### src/rtl/ibrk_pkg.sv
package ibrk_pkg;
  localparam int unsigned CFG_W    = 32;
  localparam int unsigned SEL_W    = 2;
  localparam int unsigned CAUSE_W  = 5;
  localparam logic [CAUSE_W-1:0] CAUSE_IBRK = 5'h02;

  typedef enum logic [SEL_W-1:0] {
    SEL_ADDR = 2'd0,
    SEL_EN   = 2'd1,
    SEL_MASK = 2'd2,
    SEL_NONE = 2'd3
  } ibrk_sel_e;
endpackage

### src/rtl/ibrk_regs.sv
module ibrk_regs
  import ibrk_pkg::*;
#(
  parameter int unsigned AW = 32
) (
  input  logic             clk,
  input  logic             rst_n,
  input  logic             we,
  input  logic [SEL_W-1:0] sel,
  input  logic [CFG_W-1:0] wdata,
  output logic [CFG_W-1:0] rdata,
  output logic [AW-1:1]    brk_addr,
  output logic             brk_en,
  output logic [AW-1:1]    brk_mask
);
  logic [AW-1:1] addr_q, addr_d;
  logic [AW-1:1] mask_q, mask_d;
  logic          en_q, en_d;
  logic          addr_ce, en_ce, mask_ce;

  always_comb begin
    addr_ce = we && (sel == SEL_ADDR);
    en_ce   = we && (sel == SEL_EN);
    mask_ce = we && (sel == SEL_MASK);
    addr_d  = wdata[AW-1:1];
    mask_d  = wdata[AW-1:1];
    en_d    = wdata[0];
  end

  always_ff @(posedge clk or negedge rst_n) begin
    if (!rst_n) begin
      addr_q <= '0;
      mask_q <= '0;
      en_q   <= 1'b0;
    end else begin
      if (addr_ce) addr_q <= addr_d;
      if (mask_ce) mask_q <= mask_d;
      if (en_ce)   en_q   <= en_d;
    end
  end

  always_comb begin
    rdata = '0;
    case (ibrk_sel_e'(sel))
      SEL_ADDR: rdata[AW-1:0] = {addr_q, 1'b0};
      SEL_EN:   rdata[0]      = en_q;
      SEL_MASK: rdata[AW-1:0] = {mask_q, 1'b0};
      default:  rdata         = '0;
    endcase
  end

  assign brk_addr = addr_q;
  assign brk_en   = en_q;
  assign brk_mask = mask_q;

  AST_ADDR_LSB_ZERO: assert property (@(posedge clk) disable iff (!rst_n)
    (sel == SEL_ADDR) |-> (rdata[0] == 1'b0));
  AST_EN_UPPER_ZERO: assert property (@(posedge clk) disable iff (!rst_n)
    (sel == SEL_EN) |-> (rdata[CFG_W-1:1] == '0));
  AST_MASK_LSB_ZERO: assert property (@(posedge clk) disable iff (!rst_n)
    (sel == SEL_MASK) |-> (rdata[0] == 1'b0));
  AST_SPARE_ZERO: assert property (@(posedge clk) disable iff (!rst_n)
    (sel == SEL_NONE) |-> (rdata == '0));
endmodule

### src/rtl/ibrk_match.sv
module ibrk_match #(
  parameter int unsigned AW = 32
) (
  input  logic          clk,
  input  logic          rst_n,
  input  logic          fetch_vld,
  input  logic [AW-1:0] fetch_addr,
  input  logic [AW-1:1] brk_addr,
  input  logic          brk_en,
  input  logic [AW-1:1] brk_mask,
  output logic          hit
);
  logic [AW-1:1] bit_ok;
  logic          all_ok;
  logic          hit_d, hit_q;

  for (genvar b = 1; b < AW; b++) begin : g_bit
    assign bit_ok[b] = brk_mask[b] | ~(fetch_addr[b] ^ brk_addr[b]);
  end

  always_comb begin
    all_ok = &bit_ok;
    hit_d  = fetch_vld & brk_en & all_ok;
  end

  always_ff @(posedge clk or negedge rst_n) begin
    if (!rst_n) hit_q <= 1'b0;
    else        hit_q <= hit_d;
  end

  assign hit = hit_q;

  AST_HIT_NEEDS_VALID: assert property (@(posedge clk) disable iff (!rst_n)
    hit_q |-> $past(fetch_vld));
  AST_HIT_NEEDS_EN: assert property (@(posedge clk) disable iff (!rst_n)
    hit_q |-> $past(brk_en));
endmodule

### src/rtl/ibrk_unit.sv
module ibrk_unit
  import ibrk_pkg::*;
#(
  parameter int unsigned AW      = 32,
  parameter int unsigned CHAN_W  = 4,
  parameter int unsigned CHAN_ID = 0
) (
  input  logic               clk,
  input  logic               rst_n,
  input  logic               cfg_we,
  input  logic [SEL_W-1:0]   cfg_sel,
  input  logic [CFG_W-1:0]   cfg_wdata,
  output logic [CFG_W-1:0]   cfg_rdata,
  input  logic               fetch_vld_i,
  input  logic [AW-1:0]      fetch_addr_i,
  output logic               fetch_vld_o,
  output logic [AW-1:0]      fetch_addr_o,
  output logic               brk_hit_o,
  output logic [CAUSE_W-1:0] brk_cause_o,
  output logic [CHAN_W-1:0]  brk_chan_o
);
  localparam logic [CHAN_W-1:0] CHAN_VAL = CHAN_W'(CHAN_ID);

  logic          rst_s1, rst_s2;
  logic          rst_s_n;
  logic [AW-1:1] brk_addr;
  logic [AW-1:1] brk_mask;
  logic          brk_en;
  logic          hit;

  always_ff @(posedge clk or negedge rst_n) begin
    if (!rst_n) begin
      rst_s1 <= 1'b0;
      rst_s2 <= 1'b0;
    end else begin
      rst_s1 <= 1'b1;
      rst_s2 <= rst_s1;
    end
  end
  assign rst_s_n = rst_s2;

  ibrk_regs #(.AW(AW)) u_regs (
    .clk      (clk),
    .rst_n    (rst_s_n),
    .we       (cfg_we),
    .sel      (cfg_sel),
    .wdata    (cfg_wdata),
    .rdata    (cfg_rdata),
    .brk_addr (brk_addr),
    .brk_en   (brk_en),
    .brk_mask (brk_mask)
  );

  ibrk_match #(.AW(AW)) u_match (
    .clk        (clk),
    .rst_n      (rst_s_n),
    .fetch_vld  (fetch_vld_i),
    .fetch_addr (fetch_addr_i),
    .brk_addr   (brk_addr),
    .brk_en     (brk_en),
    .brk_mask   (brk_mask),
    .hit        (hit)
  );

  always_comb begin
    fetch_vld_o  = fetch_vld_i;
    fetch_addr_o = fetch_addr_i;
    brk_hit_o    = hit;
    brk_cause_o  = hit ? CAUSE_IBRK : '0;
    brk_chan_o   = hit ? CHAN_VAL : '0;
  end

  AST_HIT_MATCHED: assert property (@(posedge clk) disable iff (!rst_s_n)
    brk_hit_o |-> ((($past(fetch_addr_i[AW-1:1]) ^ $past(brk_addr)) & ~$past(brk_mask)) == '0));
  AST_CAUSE_WITH_HIT: assert property (@(posedge clk) disable iff (!rst_s_n)
    (brk_cause_o != '0) |-> (brk_hit_o && brk_cause_o == CAUSE_IBRK && brk_chan_o == CHAN_VAL));
endmodule

### config.mk
export PLATFORM = sky130hd
export DESIGN_NAME = ibrk_unit
export DESIGN_NICKNAME = d
export VERILOG_FILES = /design/src/rtl/ibrk_pkg.sv /design/src/rtl/ibrk_regs.sv /design/src/rtl/ibrk_match.sv /design/src/rtl/ibrk_unit.sv
export SDC_FILE = /design/constraint.sdc
export NUM_CORES = 1
export LEC_CHECK = 0
export BUFFER_PORTS_ARGS = -buffer_cell sky130_fd_sc_hd__buf_4
export CAP_MARGIN = 10
export CELL_PAD_IN_SITES_DETAIL_PLACEMENT = 2
export CELL_PAD_IN_SITES_GLOBAL_PLACEMENT = 2
export CORE_MARGIN = 2
export CORE_UTILIZATION = 30
export CTS_CLUSTER_SIZE = 24
export DETAILED_ROUTE_END_ITERATION = 10
export PLACE_DENSITY = 0.84
export SLEW_MARGIN = 20
export SYNTH_ARGS = -nofsm -noshare
export SYNTH_HDL_FRONTEND = slang
export SYNTH_SLANG_ARGS = --single-unit
### constraint.sdc
create_clock -name clk -period 2.55 [get_ports clk]
set_input_delay 0.51 -clock clk [delete_from_list [all_inputs] [get_ports clk]]
set_output_delay 0.51 -clock clk [all_outputs]
set_load 0.005 [all_outputs]
# Yosys cells after proc, flatten, opt, wreduce, memory -nomap -nowiden
# Index checks and enable logic that the tools add are counted.
# op_classes
eq_ne	2
n_mux	3
n_bitwise	95
n_reduce_logical	5
# op_table
op	count
$pmux 31 s2	1
$not 1->1	31
$or 1x1->1	31
$reduce_and 31->1	1
$xor 1x1->1	31
$logic_and 1x1->1	3
$and 1x1->1	2
$eq 2x1->1 const B	1
$eq 2x2->1 const B	1
$logic_not 2->1	1
$mux 2	1
$mux 1	1
# word_totals
input_bits	70
output_inout_bits	75
regBits	66
elab_cells	111

# Depth between registers and ports, before layout
# depth
ltp_word	5
ltp_mapped	5
ltp_nobuf	5

# Hierarchy
# From an unflattened synthesis, not the netlist that was laid out.
# unflattened
cells_unflattened	310
area_unflattened_um2	3672.3
# by_module_without_submodules
module	seq_area_each_um2	cells_per_inst	instances	area_each_um2
ibrk_regs	1576.5	206	1	2857.7
ibrk_match	25.0	58	1	441.7
ibrk_unit	50.0	46	1	372.9

# Worst setup path after synthesis
# OpenSTA, ideal clock, no wires.
# synth_path
kind	input-to-output
from	input port cfg_sel[1]
to	output port cfg_rdata[10]
required_ps	2040
n_path_buf	2
stages	4
setup_slack_ps	896
t_arrival_ps	1144
path_cell_list	buf_6 buf_2 mux2i_1 nor2_1
# synth_between
elab_chain_cells	2
elab_cells_between_ends	3
cone_classes	eq/ne: 1; mux: 1; reduce/logical: 1
# synth_rtl
item	line	rtl
start, declared	ibrk_unit.sv:11	input logic [SEL_W-1:0] cfg_sel,
$eq 2x2->1 or $logic_not 2->1 (tied branches)	ibrk_regs.sv:44	case (ibrk_sel_e'(sel))
$pmux 31 s2 (*)	ibrk_regs.sv:44	
end, declared	ibrk_unit.sv:13	output logic [CFG_W-1:0] cfg_rdata,
# Every way passes the cells marked *; elsewhere a longest branch is shown, timed or not.

# Worst setup path in the final report
# layout_path
from	input port cfg_sel[1]
to	output port cfg_rdata[18]
# The elaborated chain is that of the path after synthesis.

==> impl_metrics.yaml <==
finish:
  area.growth.synth_to_final_pct: 32.3
  layout.cells.most_common_list: "sky130_fd_sc_hd__buf_4 (136), sky130_fd_sc_hd__dfrtp_1 (65), sky130_fd_sc_hd__mux2_2 (59)"
  final_nets: 480
  post_route_cell_area_um2: 4860
  drive_above_1_share_pct: 51.8
  insertedDiodeCount: 0
  most_common_cell_after_layout_fill_and_taps_aside: "sky130_fd_sc_hd__buf_4"
clock_network:
  tritoncts: "yes"
  numCtsBuffers: 9
  cts.htree.levels: 3
  cts_sinks: 66
  clkSlewWorstSetupHoldPaths_ns: 0.06
  cts.path.max_buffers: 2
  ctsRootBufferMaster: "sky130_fd_sc_hd__clkbuf_16"
  post_cts_buffers: 0
  worst_skew_pair.late_latency_ns: 0.32
worst_hold_path:
  hold_path.class: "reg -> async"
sta:
  worst_pin_slew_ns: 0.774
  setup_viol: 0
  finalWorstPathRequiredPeriod_ns: 2.10
  slew_headroom_pct: 48.4
  timing.final.max_slew_violations: 0
  timing.clock.skew_ns: 0.00977
  setup-tns-final_ns: 0
  clock.fmax_ghz: 0.476
  timing.final.hold_violations: 0
  unrepaired_setup_endpoints_after_global_routing: "false"
  hold_ws_ns: 0.350
  final_worst_path_period_share_pct: 82.3
setup_path:
  critical_path.max_fanout: 35
  cp.arrival_ns: 1.59
  cell_at_the_slowest_stage_of_the_critical_path: "sky130_fd_sc_hd__buf_4"
  path_depth: 4
  rr_worst_depth: 5
  worst-setup-path-type: "in -> out"
  cp_num_buf_inv: 2
  crit_family: "buffers and inverters"
  worstSetupStartpointType: "input port"
  crit_required_ns: 2.04
  critPathCaptureType: "output pin"
  timing.critical_path.mode_cell: "sky130_fd_sc_hd__buf_4"
  worst_stage_delay_on_the_critical_path_ns: 0.52
  cp_cell_sequence: "buf_4 -> mux2i_1 -> nor2_1 -> buf_4"
yosys:
  synthCells: 310
  seq_area_frac_synth_pct: 45.0
  yosys_register_bits: 66
  synth.top_cells.by_area: "sky130_fd_sc_hd__dfrtp_1 (45%), sky130_fd_sc_hd__mux2_2 (18%), sky130_fd_sc_hd__buf_4 (8.6%), sky130_fd_sc_hd__mux2i_1 (8.4%), sky130_fd_sc_hd__xnor2_1 (7.4%)"
  synthSimpleGateAreaFrac_pct: 5.86
  dominant_combinational_cell_family_by_area_after_synthesis: "multiplexers"
  synth.largest_area_cell: "sky130_fd_sc_hd__dfrtp_1"
  syn_area_per_cell_um2: 11.9
  synth_xor_area_share_pct: 7.39
  synth_adder_area_share_pct: 0
  synth_area_um2: 3670
  complex_gate_fraction_of_the_synthesized_area_pct: 2.76
  synth.yosys.warnings: 0
  yosysUniqueCellTypes: 20
  synthMuxAreaShare_pct: 27.8
  yosysTopAreaCellShare_pct: 45.0
global_route:
  wire_length_of_the_first_global_routing_pass_um: 15600
  grtUsageTotal_pct: 15.5
  grt_remaining_overflow: 0
  grt_pass1_vias: 3001
  antenna_violations_before_repair: 0
  grt_start_max_net_pins: 36
status:
  status: "finished clean"
placed_design:
  io_buffers: 134
  dpl.hpwl_um: 7540
  placed_cell_area_um2: 4520
  gpl_wtd_cong: 0.732
pwr:
  static-leakage-power_nw: 2.27
  internal_power_mw: 2.63
  p_per_area_nw_per_um2: 742
  combinationalPowerShare_pct: 23.1
  power_frac_seq_pct: 39.4
  vdd_ir_drop_max_v: 0.000430
  power.share.clock_pct: 37.6
  net-switching-power_mw: 0.976
  sw_frac_of_total_pct: 27.1
die:
  fp-row-count: 40
  ioPinCount: 145
  floorplan.initialDensity_pct: 30.7
  design.die.area_um2: 13100
  core-area_um2: 12000
  die-width_um: 115
  die_height_um: 115
drt:
  drcViolationCount: 0
  detail_route.vias_per_cell: 4.65
  antenna_violating_nets_post_route: 0
  detailroute.via_count: 2611
  detail_route.wl_per_cell_um: 17.9
  routed_wl_um: 10100
  detailedRoute.firstPassIterationCount: 4
  initialDrtViolationCount: 67
flow_run:
  timing.max_cap.violations: 0
[flip-flops by register name (all words and copies together) (netlist names)]
signal           flops
u_match.hit          1
u_regs.brk_addr     31
rst_s2               1
rst_s1               1
u_regs.brk_en        1
u_regs.brk_mask     31
[cells by family (layout without fill, tap and decap cells)]
logic type,count (synthesis),in the layout
AOI/OAI and AO/OA,16,16
muxes,94,94
DFF,66,66
and+or+nand+nor,45,45
xor gates and xnor gates,31,31
buffers and inverters,56,154
other,2,9
[repair_timing]
item                                   4_1_cts  5_1_grt
hold buffers                                 1        0
setup endpoints to repair                    0        0
endpoints found under the hold margin        2        0
resized for setup                            0        0
[final cells by class]
type / count / area [µm²]
Tap cell: 147 / 184
Clock buffer: 10 / 239
Timing Repair Buffer: 138 / 1050
Fill cell: 1257 / 7100
Sequential cell: 66 / 1650
Multi-Input combinational cell: 195 / 1640
Clock inverter: 6 / 90.1
[Yosys cell counts]
| cell | instances |
|---|---|
| sky130_fd_sc_hd__and3b_1 | 1 |
| sky130_fd_sc_hd__buf_2 | 7 |
| sky130_fd_sc_hd__buf_4 | 42 |
| sky130_fd_sc_hd__buf_6 | 4 |
| sky130_fd_sc_hd__clkbuf_1 | 3 |
| sky130_fd_sc_hd__conb_1 | 2 |
| sky130_fd_sc_hd__dfrtp_1 | 66 |
| sky130_fd_sc_hd__mux2_1 | 4 |
| sky130_fd_sc_hd__mux2_2 | 59 |
| sky130_fd_sc_hd__mux2i_1 | 31 |
| sky130_fd_sc_hd__nand3_1 | 1 |
| sky130_fd_sc_hd__nand3b_1 | 1 |
| sky130_fd_sc_hd__nand3b_4 | 1 |
| sky130_fd_sc_hd__nand4_1 | 1 |
| sky130_fd_sc_hd__nor2_1 | 38 |
| sky130_fd_sc_hd__nor3b_4 | 1 |
| sky130_fd_sc_hd__nor4_1 | 1 |
| sky130_fd_sc_hd__o211ai_1 | 1 |
| sky130_fd_sc_hd__o22ai_1 | 15 |
| sky130_fd_sc_hd__xnor2_1 | 31 |
[through the flow]
stage | utilization, % | cells | worst slack, ns | power [mW]
6_report | 40.6 | 562 | 0.451 | 3.60
2_1_floorplan | - | 317 | 0.576 | 1.93
5_1_grt | 40.6 | 562 | 0.340 | 3.81
4_1_cts | 40.6 | 562 | 0.383 | 3.66
3_5_place_dp | 37.8 | 545 | 0.233 | 2.29
3_3_place_gp | 37.8 | 545 | 0.254 | 2.23
[metal layers]
metal  vias to the layer above  global-route usage (%)  part of all wire (%)
li1                       1215                       -                     -
met2                        85                    29.6                    55
met4                         0                    3.17                  0.65
met3                         6                    2.96                   5.1
met1                      1305                    17.7                    40
met5                         -                       0                     0
[final timing paths]
check,start,to,slack [ns]
worst min-delay path,rst_s2,u_regs.brk_addr[16],0.35
worst min register to register,rst_s2,u_regs.brk_addr[16],0.35
max in group asynchronous,rst_s2,u_regs.brk_mask[14],1.54
min in group clk,rst_s1,rst_s2,0.36
worst max-delay path,cfg_sel[1],cfg_rdata[18],0.45
worst max register to register,u_regs.brk_addr[20],u_match.hit,0.99
[power groups by stage]
stage               Combinational [mW]  Sequential [mW]  Clock [mW]
finish                           0.831             1.42        1.35
global route                     0.922             1.45        1.44
CTS                              0.855             1.42        1.38
detailed placement               0.847             1.44           0
global placement                 0.815             1.42           0
floorplan                        0.537             1.39           0
(Power assumes the default switching activity.)
